**src/rtl/irq_seq_pkg.sv**
```systemverilog
package irq_seq_pkg;
    typedef enum logic [1:0] {
        S_IDLE    = 2'd0,
        S_PUSH_HI = 2'd1,
        S_PUSH_LO = 2'd2,
        S_DONE    = 2'd3
    } seq_state_e;
endpackage

```
**src/rtl/irq_lowest_pick.sv**
```systemverilog
// Finds the lowest set bit of a request vector.
module irq_lowest_pick #(
    parameter int N = 8,
    localparam int IW = (N > 1) ? $clog2(N) : 1
) (
    input  logic [N-1:0]  req,
    output logic          any,
    output logic [IW-1:0] idx
);
    always_comb begin
        idx = '0;
        for (int i = N - 1; i >= 0; i--) begin
            if (req[i]) idx = IW'(i);
        end
    end
    assign any = |req;
endmodule

```
**src/rtl/irq_vec_gen.sv**
```systemverilog
// Turns a source index into its vector address and its acknowledge bit.
module irq_vec_gen #(
    parameter int N          = 8,
    parameter int ADDR_W     = 16,
    parameter int VEC_BASE   = 'h40,
    parameter int VEC_STRIDE = 8,
    localparam int IW = (N > 1) ? $clog2(N) : 1
) (
    input  logic [IW-1:0]     idx,
    output logic [ADDR_W-1:0] vec,
    output logic [N-1:0]      ack
);
    assign vec = ADDR_W'(VEC_BASE) + ADDR_W'(idx) * ADDR_W'(VEC_STRIDE);

    for (genvar g = 0; g < N; g++) begin : g_ack
        assign ack[g] = (idx == IW'(g));
    end
endmodule

```
**src/rtl/irq_dispatch_seq.sv**
```systemverilog
module irq_dispatch_seq #(
    parameter int NUM_SRC      = 8,
    parameter int DATA_W       = 8,
    parameter int CYC_W        = 5,
    parameter int VEC_BASE     = 'h40,
    parameter int VEC_STRIDE   = 8,
    parameter int RESET_PC     = 'h0100,
    parameter int RESET_SP     = 'hFFFE,
    parameter int HALT_CYC     = 4,
    parameter int DISPATCH_CYC = 12
) (
    input  logic                    clk,
    input  logic                    rst_n,
    input  logic                    step_req,
    input  logic                    halt_req,
    input  logic                    cmd_di,
    input  logic                    cmd_ei,
    input  logic                    cmd_reti,
    input  logic [2*DATA_W-1:0]     ret_pc,
    input  logic                    upd_valid,
    input  logic [2*DATA_W-1:0]     pc_in,
    input  logic [2*DATA_W-1:0]     sp_in,
    input  logic [NUM_SRC-1:0]      irq_flag,
    input  logic [NUM_SRC-1:0]      irq_enable,
    output logic [2*DATA_W-1:0]     pc_out,
    output logic [2*DATA_W-1:0]     sp_out,
    output logic                    ime_out,
    output logic                    halted,
    output logic [NUM_SRC-1:0]      flag_clr,
    output logic                    mem_we,
    output logic [2*DATA_W-1:0]     mem_addr,
    output logic [DATA_W-1:0]       mem_wdata,
    output logic                    step_done,
    output logic                    fetch_go,
    output logic [CYC_W-1:0]        step_cycles
);
    import irq_seq_pkg::*;

    localparam int ADDR_W = 2 * DATA_W;
    localparam int IW     = (NUM_SRC > 1) ? $clog2(NUM_SRC) : 1;

    seq_state_e        state_q, state_d;
    logic              ime_q, halt_q, go_q;
    logic [ADDR_W-1:0] pc_q, sp_q;
    logic [IW-1:0]     sel_q;
    logic [CYC_W-1:0]  cost_q;

    logic              any_pend;
    logic [IW-1:0]     pick_idx;
    logic [ADDR_W-1:0] vec_addr;
    logic [NUM_SRC-1:0] ack_mask;
    logic              take_irq;

    irq_lowest_pick #(.N(NUM_SRC)) u_pick (
        .req (irq_flag & irq_enable),
        .any (any_pend),
        .idx (pick_idx)
    );

    irq_vec_gen #(
        .N(NUM_SRC), .ADDR_W(ADDR_W),
        .VEC_BASE(VEC_BASE), .VEC_STRIDE(VEC_STRIDE)
    ) u_vec (
        .idx (sel_q),
        .vec (vec_addr),
        .ack (ack_mask)
    );

    assign take_irq = any_pend && ime_q;

    // State register
    always_ff @(posedge clk) begin
        if (!rst_n) state_q <= S_IDLE;
        else        state_q <= state_d;
    end

    // Transitions
    always_comb begin
        state_d = state_q;
        unique case (state_q)
            S_IDLE:    if (step_req) state_d = take_irq ? S_PUSH_HI : S_DONE;
            S_PUSH_HI: state_d = S_PUSH_LO;
            S_PUSH_LO: state_d = S_DONE;
            S_DONE:    state_d = S_IDLE;
            default:   state_d = S_IDLE;
        endcase
    end

    // Architectural registers
    always_ff @(posedge clk) begin
        if (!rst_n) begin
            ime_q  <= 1'b0;
            halt_q <= 1'b0;
            pc_q   <= ADDR_W'(RESET_PC);
            sp_q   <= ADDR_W'(RESET_SP);
            sel_q  <= '0;
            cost_q <= '0;
            go_q   <= 1'b0;
        end else begin
            unique case (state_q)
                S_IDLE: begin
                    if (step_req) begin
                        if (halt_q && !any_pend) begin
                            cost_q <= CYC_W'(HALT_CYC);
                            go_q   <= 1'b0;
                        end else begin
                            halt_q <= 1'b0;
                            if (take_irq) begin
                                ime_q <= 1'b0;
                                sp_q  <= sp_q - 1'b1;
                                sel_q <= pick_idx;
                            end else begin
                                cost_q <= '0;
                                go_q   <= 1'b1;
                            end
                        end
                    end else begin
                        if (upd_valid) begin
                            pc_q <= pc_in;
                            sp_q <= sp_in;
                        end
                        if (cmd_reti) begin
                            pc_q  <= ret_pc;
                            sp_q  <= sp_q + ADDR_W'(2);
                            ime_q <= 1'b1;
                        end else if (cmd_ei) begin
                            ime_q <= 1'b1;
                        end else if (cmd_di) begin
                            ime_q <= 1'b0;
                        end
                        if (halt_req) halt_q <= 1'b1;
                    end
                end
                S_PUSH_HI: sp_q <= sp_q - 1'b1;
                S_PUSH_LO: begin
                    pc_q   <= vec_addr;
                    cost_q <= CYC_W'(DISPATCH_CYC);
                    go_q   <= 1'b1;
                end
                S_DONE: ;
                default: ;
            endcase
        end
    end

    // Outputs
    always_comb begin
        mem_we      = 1'b0;
        mem_wdata   = '0;
        flag_clr    = '0;
        step_done   = 1'b0;
        fetch_go    = 1'b0;
        step_cycles = '0;
        unique case (state_q)
            S_IDLE: ;
            S_PUSH_HI: begin
                mem_we    = 1'b1;
                mem_wdata = pc_q[ADDR_W-1:DATA_W];
            end
            S_PUSH_LO: begin
                mem_we    = 1'b1;
                mem_wdata = pc_q[DATA_W-1:0];
                flag_clr  = ack_mask;
            end
            S_DONE: begin
                step_done   = 1'b1;
                fetch_go    = go_q;
                step_cycles = cost_q;
            end
            default: ;
        endcase
    end

    assign mem_addr = sp_q;
    assign pc_out   = pc_q;
    assign sp_out   = sp_q;
    assign ime_out  = ime_q;
    assign halted   = halt_q;
endmodule

```
**config.mk**
```make
export PLATFORM = sky130hd
export DESIGN_NAME = irq_dispatch_seq
export DESIGN_NICKNAME = d
export VERILOG_FILES = /design/src/rtl/irq_seq_pkg.sv /design/src/rtl/irq_lowest_pick.sv /design/src/rtl/irq_vec_gen.sv /design/src/rtl/irq_dispatch_seq.sv
export SDC_FILE = /design/constraint.sdc
export NUM_CORES = 1
export LEC_CHECK = 0
export ABC_AREA = 1
export BUFFER_PORTS_ARGS = -buffer_cell sky130_fd_sc_hd__clkbuf_2
export CAP_MARGIN = 15
export CORE_MARGIN = 4
export CORE_UTILIZATION = 30
export CTS_CLUSTER_SIZE = 8
export DETAILED_ROUTE_END_ITERATION = 10
export PLACE_DENSITY = 0.6
export SLEW_MARGIN = 10
export SYNTH_ARGS = -nofsm -noshare
export SYNTH_HDL_FRONTEND = slang
export SYNTH_SLANG_ARGS = --single-unit
export TNS_END_PERCENT = 100
```
**constraint.sdc**
```tcl
create_clock -name clk -period 1.9 [get_ports clk]
set_input_delay 0.19 -clock clk [delete_from_list [all_inputs] [get_ports clk]]
set_output_delay 0.19 -clock clk [all_outputs]
set_load 0.02 [all_outputs]
```
Yosys cells after proc, flatten, opt, wreduce, memory -nomap -nowiden
Cells that the tools add are included.
{ "op_classes": {"addsub": 3, "n_eq_ne": 19, "n_mux": 44, "n_bitwise": 2, "reduce_logical": 17} }
{ "ops": {"columns": ["operator", "n"], "rows": [
  ["two-way mux 16 bit", 8],
  ["case mux 16 bit (2 select lines)", 2],
  ["two-way mux 3 bit", 8],
  ["two-way mux 5 bit", 4],
  ["adder 16 x 2 -> 16 bit (second input constant)", 1],
  ["case mux 8 bit (2 select lines)", 1],
  ["subtractor 16 x 1 -> 16 bit (second input constant)", 1],
  ["two-way mux 1 bit", 15],
  ["equality test 3 bit (second input constant)", 4],
  ["!= test 3 bit (second input constant)", 4],
  ["AND reduction 4 bit", 3],
  ["case mux 5 bit (2 select lines)", 1],
  ["AND reduction 3 bit", 3],
  ["adder 7 x 6 -> 8 bit (first input constant)", 1],
  ["bitwise AND 8 bit", 1],
  ["two-way mux 8 bit", 1],
  ["case mux 2 bit (4 select lines)", 1],
  ["OR reduction 8 bit", 1],
  ["equality test 3 x 2 -> 1 bit (second input constant)", 2],
  ["!= test 2 bit (second input constant)", 3],
  ["nonzero test 2 bit", 3],
  ["equality test 2 bit (second input constant)", 2],
  ["two-way mux 2 bit", 2],
  ["!= test 4 bit (second input constant)", 1],
  ["11 further kinds", 12]
]} }
{ "totals": {"regBits": 45, "inputBits": 72, "out_inout_bits": 74, "word_cells": 93} }

Depth between registers and ports, before layout
{ "logic_depth": {"ltp_word": 9, "mapped_depth": 12, "depth_no_buf": 11} }

Cells and area by module
Synthesis repeated with hierarchy kept, for this count alone.
{ "hier_totals": {"cells_unflattened": 614, "hier_area_um2": 3656.0} }
{ "by_module_without_submodules": {"columns": ["mod", "n_inst", "cells_per_inst", "area_each_um2", "seq_area_each_um2"], "rows": [
  ["irq_dispatch_seq", 1, 559, 3373.2, 840.8],
  ["irq_vec_gen", 1, 33, 183.9, 0.0],
  ["irq_lowest_pick", 1, 22, 98.8, 0.0]
]} }

Worst setup path before layout
OpenSTA, ideal clock, no wires.
{ "synth_path": {"kind": "reg-to-reg", "from": "register state_q[0]", "to": "register pc_q[6] (netlist: pc_out[6])", "setup_ns": 0.133, "arrival_ns": 1.527, "t_required_ns": 1.767, "path_slack_ns": 0.240, "path_stages_with_launch": 10, "path_buffers": 1, "period_less_slack_ns": 1.660, "path_cell_list": "dfxtp_1 -> inv_1 -> ha_1 -> clkbuf_2 -> inv_1 -> nor2_1 -> a21oi_4 -> clkinv_1 -> o21ai_0 -> a31oi_1"} }
{ "synth_via": {"elab_chain_len": 3, "word_cells_on_any_way": 7, "classes_between": "eq/ne: 3; mux: 1; reduce/logical: 3"} }
{ "synth_lines": {"columns": ["element", "line", "rtl"], "rows": [
  ["start, declared", "irq_dispatch_seq.sv:42", "seq_state_e state_q, state_d;"],
  ["start signal, assigned", "irq_dispatch_seq.sv:74", "else state_q <= state_d;"],
  ["logical NOT 2 bit / equality test 2 bit (equally long branches)", "irq_dispatch_seq.sv:100", "unique case (state_q)"],
  ["!= test 3 bit (no line) (tied with other cells)", null, null],
  ["AND reduction 3 bit (no line)", null, null],
  ["end signal, assigned", "irq_dispatch_seq.sv:94", "pc_q <= ADDR_W'(RESET_PC);"],
  ["end signal, assigned", "irq_dispatch_seq.sv:119", "pc_q <= pc_in;"],
  ["end signal, assigned", "irq_dispatch_seq.sv:123", "pc_q <= ret_pc;"],
  ["end, declared", "irq_dispatch_seq.sv:44", "logic [ADDR_W-1:0] pc_q, sp_q;"]
]} }
Several ways; a longest one is shown, not always the timed one.
A chain may end at the register's enable or synchronous reset.

Worst setup path in the final report
{ "layout_path": {"from": "register state_q[1]", "to": "output port mem_wdata[5]"} }
{ "layout_via": {"elab_chain_len": 2, "word_cells_on_any_way": 3, "classes_between": "eq/ne: 2; mux: 1"} }
{ "layout_lines": {"columns": ["element", "line", "rtl"], "rows": [
  ["equality test 2 bit / equality test 2 x 1 -> 1 bit (equally long branches)", "irq_dispatch_seq.sv:154", "unique case (state_q)"],
  ["case mux 8 bit (2 select lines) *", "irq_dispatch_seq.sv:154", null],
  ["end, declared", "irq_dispatch_seq.sv:32", "output logic [DATA_W-1:0] mem_wdata,"]
]} }
Every way passes the cells marked *; elsewhere a longest branch is shown, timed or not.

==> flow_summary.yaml <==
drt:
  drt_wl_total_mm: 11.6
  drt-pass1-iter-count: 5
  via_per_inst: 4.90
  ant_nets: 0
  vias: 4125
  first_iter_violations: 254
  wl_per_cell_um: 13.8
  drc: 0
synthesis:
  synth_top_cell_by_area: "dfxtp_1"
  synthMuxAreaShare: 0.00298
  synth_top_family_by_area: "simple AND/OR/NAND/NOR gates"
  synth_top_area_share: 0.250
  ys_warn_count: 0
  async_flop_share: 0
  synthCells: 576
  seq_area_frac_synth: 0.250
  ys_types: 33
  synth_edf_count: 0
  synth.avg_cell_area_um2: 5.83
  synth_common_cells: "nand2_1 (179), nor2_1 (70), a21oi_1 (53)"
  synth_xor_area_frac: 0.00521
  synth-simple-area-share: 0.411
  synth_fa_ha_area_frac: 0.0298
  syn_area_um2: 3360
  yosys_register_bits: 42
  synth_flop_cell: "dfxtp_1"
  synth_compound_area_frac: 0.168
  yosysMostFrequentCell: "nand2_1"
  synth.area.top_cells: "dfxtp_1 (25%), nand2_1 (20%), a21oi_1 (7.9%)"
floorplanning:
  core_area_um2: 10900
  start_util: 0.309
  io_pins: 146
  num_rows: 38
  die-area_um2: 13000
  die-width_um: 114
  fp.dieH_um: 114
clock_network:
  path_clk_slew_ns: 0.09
  cts_hold_buffers: 0
  clk_path_buf_depth: 2
  root_buffer: "clkbuf_8"
  htree_levels: 2
  cts.sink_count: 42
  cts_buffers: 5
  cts_setup_buffers: 0
  clk_latency_ns: 0.30
  cts_tree: "built"
layout:
  nets: 780
  multi_input_area_um2: 2110
  stdcell_count: 841
  seq_area_um2: 843
  drive_gt1_frac: 0.280
  fillers: 1191
  area_delta_synth_final_pct: 27.4
  antennaDiodeCount: 0
sta:
  maxSlewViolCount: 0
  finalCritPeriodShare: 0.954
  fin_crit_ns: 1.81
  setup_ws_ns: 0.0882
  max_freq_mhz: 552
  skew_ns: 0.00755
  hold_viol: 0
  fin_hold_ws_ns: 0.145
  finalSetupViolCount: 0
global_route:
  grt_usage: 0.173
  grt_start_max_net_pins: 22
  grt_pass1_wl_mm: 18.4
  grt_pass1_vias: 3880
  grt_overflow: 0
  antenna_found_initial: 0
placement:
  gp_congestion: 0.937
  portBuffers: 142
  hpwl_mm: 8.91
  place_ws_ns: 0.143
  dp.cells: 833
setup_path:
  crit_path_start_kind: "flop"
  cp.required_ns: 1.71
  cp_max_fo: 8
  cp-end-kind: "output pin"
  crit_arrival_ns: 1.62
  critPathKind: "reg2out"
pwr:
  p_seq_frac: 0.256
  p_sw_frac: 0.531
  power.density_nw_per_um2: 1490
  internal_power_mw: 2.99
  totalPowerFinal_mw: 6.39
  p_switching_mw: 3.39
  comb_power_share: 0.627
  clock_power_share: 0.117
  power_leakage_nw: 2.23
  ir_drop_uv: 521
job:
  cap_viol_max_count: 0
min_path:
  hold_class: "in2reg"
outcome:
  outcome: "finished, final reports clean"
-- layout make-up --
type	instances	share of cell area
inverters	47	0.0412
flip-flops and latches	42	0.197
well taps	140	0.0409
clock buffers	5	0.0161
repair buffers	160	0.202
clock inverters	3	0.0102
multi-input cells	444	0.493
-- cells in the final DEF (no fill, tap or decap), drive strengths merged --
cell type  count
a21oi         55
a22oi          1
a31oi          5
buf           19
bufinv         1
clkbuf       146
clkinv         2
conb           3
dfxtp         42
ha             8
inv           47
mux2i          1
nand2        179
nand3         51
nand3b         2
nand4          7
nor2          76
nor3           3
o211ai         7
o21ai         33
o21bai         1
o311ai         1
or2            9
xor2           2
-- worst paths after layout --
path / from / to / slack [ns] / cells past startpoint
max reg2reg: state_q[0]$_SDFFE_PN0P_ / mem_addr[8]$_SDFFE_PN1P_ / 0.19 / 11
max: state_q[1]$_SDFFE_PN0P_ / mem_wdata[5] / 0.09 / 6
min: halt_req / halted$_SDFFE_PN0P_ / 0.14 / 3
min reg2reg: pc_out[10]$_SDFFE_PN0P_ / pc_out[10]$_SDFFE_PN0P_ / 0.49 / 2
-- sequential cells by signal (all words and copies together), names as in the netlist --
register / cells
state_q: 2
ime_out: 1
sel_q: 3
pc_out: 16
mem_addr: 16
go_q: 1
cost_q: 2
halted: 1
-- worst max-delay path, cell delays in order (launching register included) --
cell and delay [ns]:
dfxtp_2 0.35, inv_1 0.12, ha_2 0.24, buf_4 0.18
nand2_1 0.07, a21oi_1 0.17, clkbuf_2 0.19
-- power by group through the flow --
stage               clock, mW  sequential (mW)  combinational, mW
floorplan                   0             1.74               2.68
global placement            0             1.63               3.89
detailed placement          0             1.65               3.92
CTS                     0.762             1.63               3.94
global route            0.806             1.70               4.50
finish                  0.748             1.64               4.00
-- through the flow --
step | util | TNS, ns | area [um2]
4_1_cts | 0.390 | 0 | 4250
5_1_grt | 0.393 | -0.0114 | 4280
2_1_floorplan | - | 0 | 3370
6_report | 0.393 | 0 | 4280
3_3_place_gp | 0.380 | 0 | 4130
3_5_place_dp | 0.380 | 0 | 4130
-- repair_timing --
action | CTS | global route
resized for setup | 1 | 13
pin swaps | 0 | 0
setup endpoints to repair | 1 | 38
-- routing by layer --
metal,global-route usage,up-vias,routed length (um)
met4,0.0530,0,201
met5,0,-,0
met3,0.0233,19,778
met2,0.307,159,5590
met1,0.216,1865,5020
li1,-,2082,-
-- kinds of logic (layout without fill, tap and decap cells) --
group | count (synthesis) | in the layout
fa+ha+maj | 8 | 8
flops | 42 | 42
buf+inv | 92 | 215
compound gates | 103 | 103
other cells | 1 | 3
xor+xnor | 2 | 2
mux | 1 | 1
simple gates | 327 | 327
No activity file was read; power rests on OpenSTA's default activity.
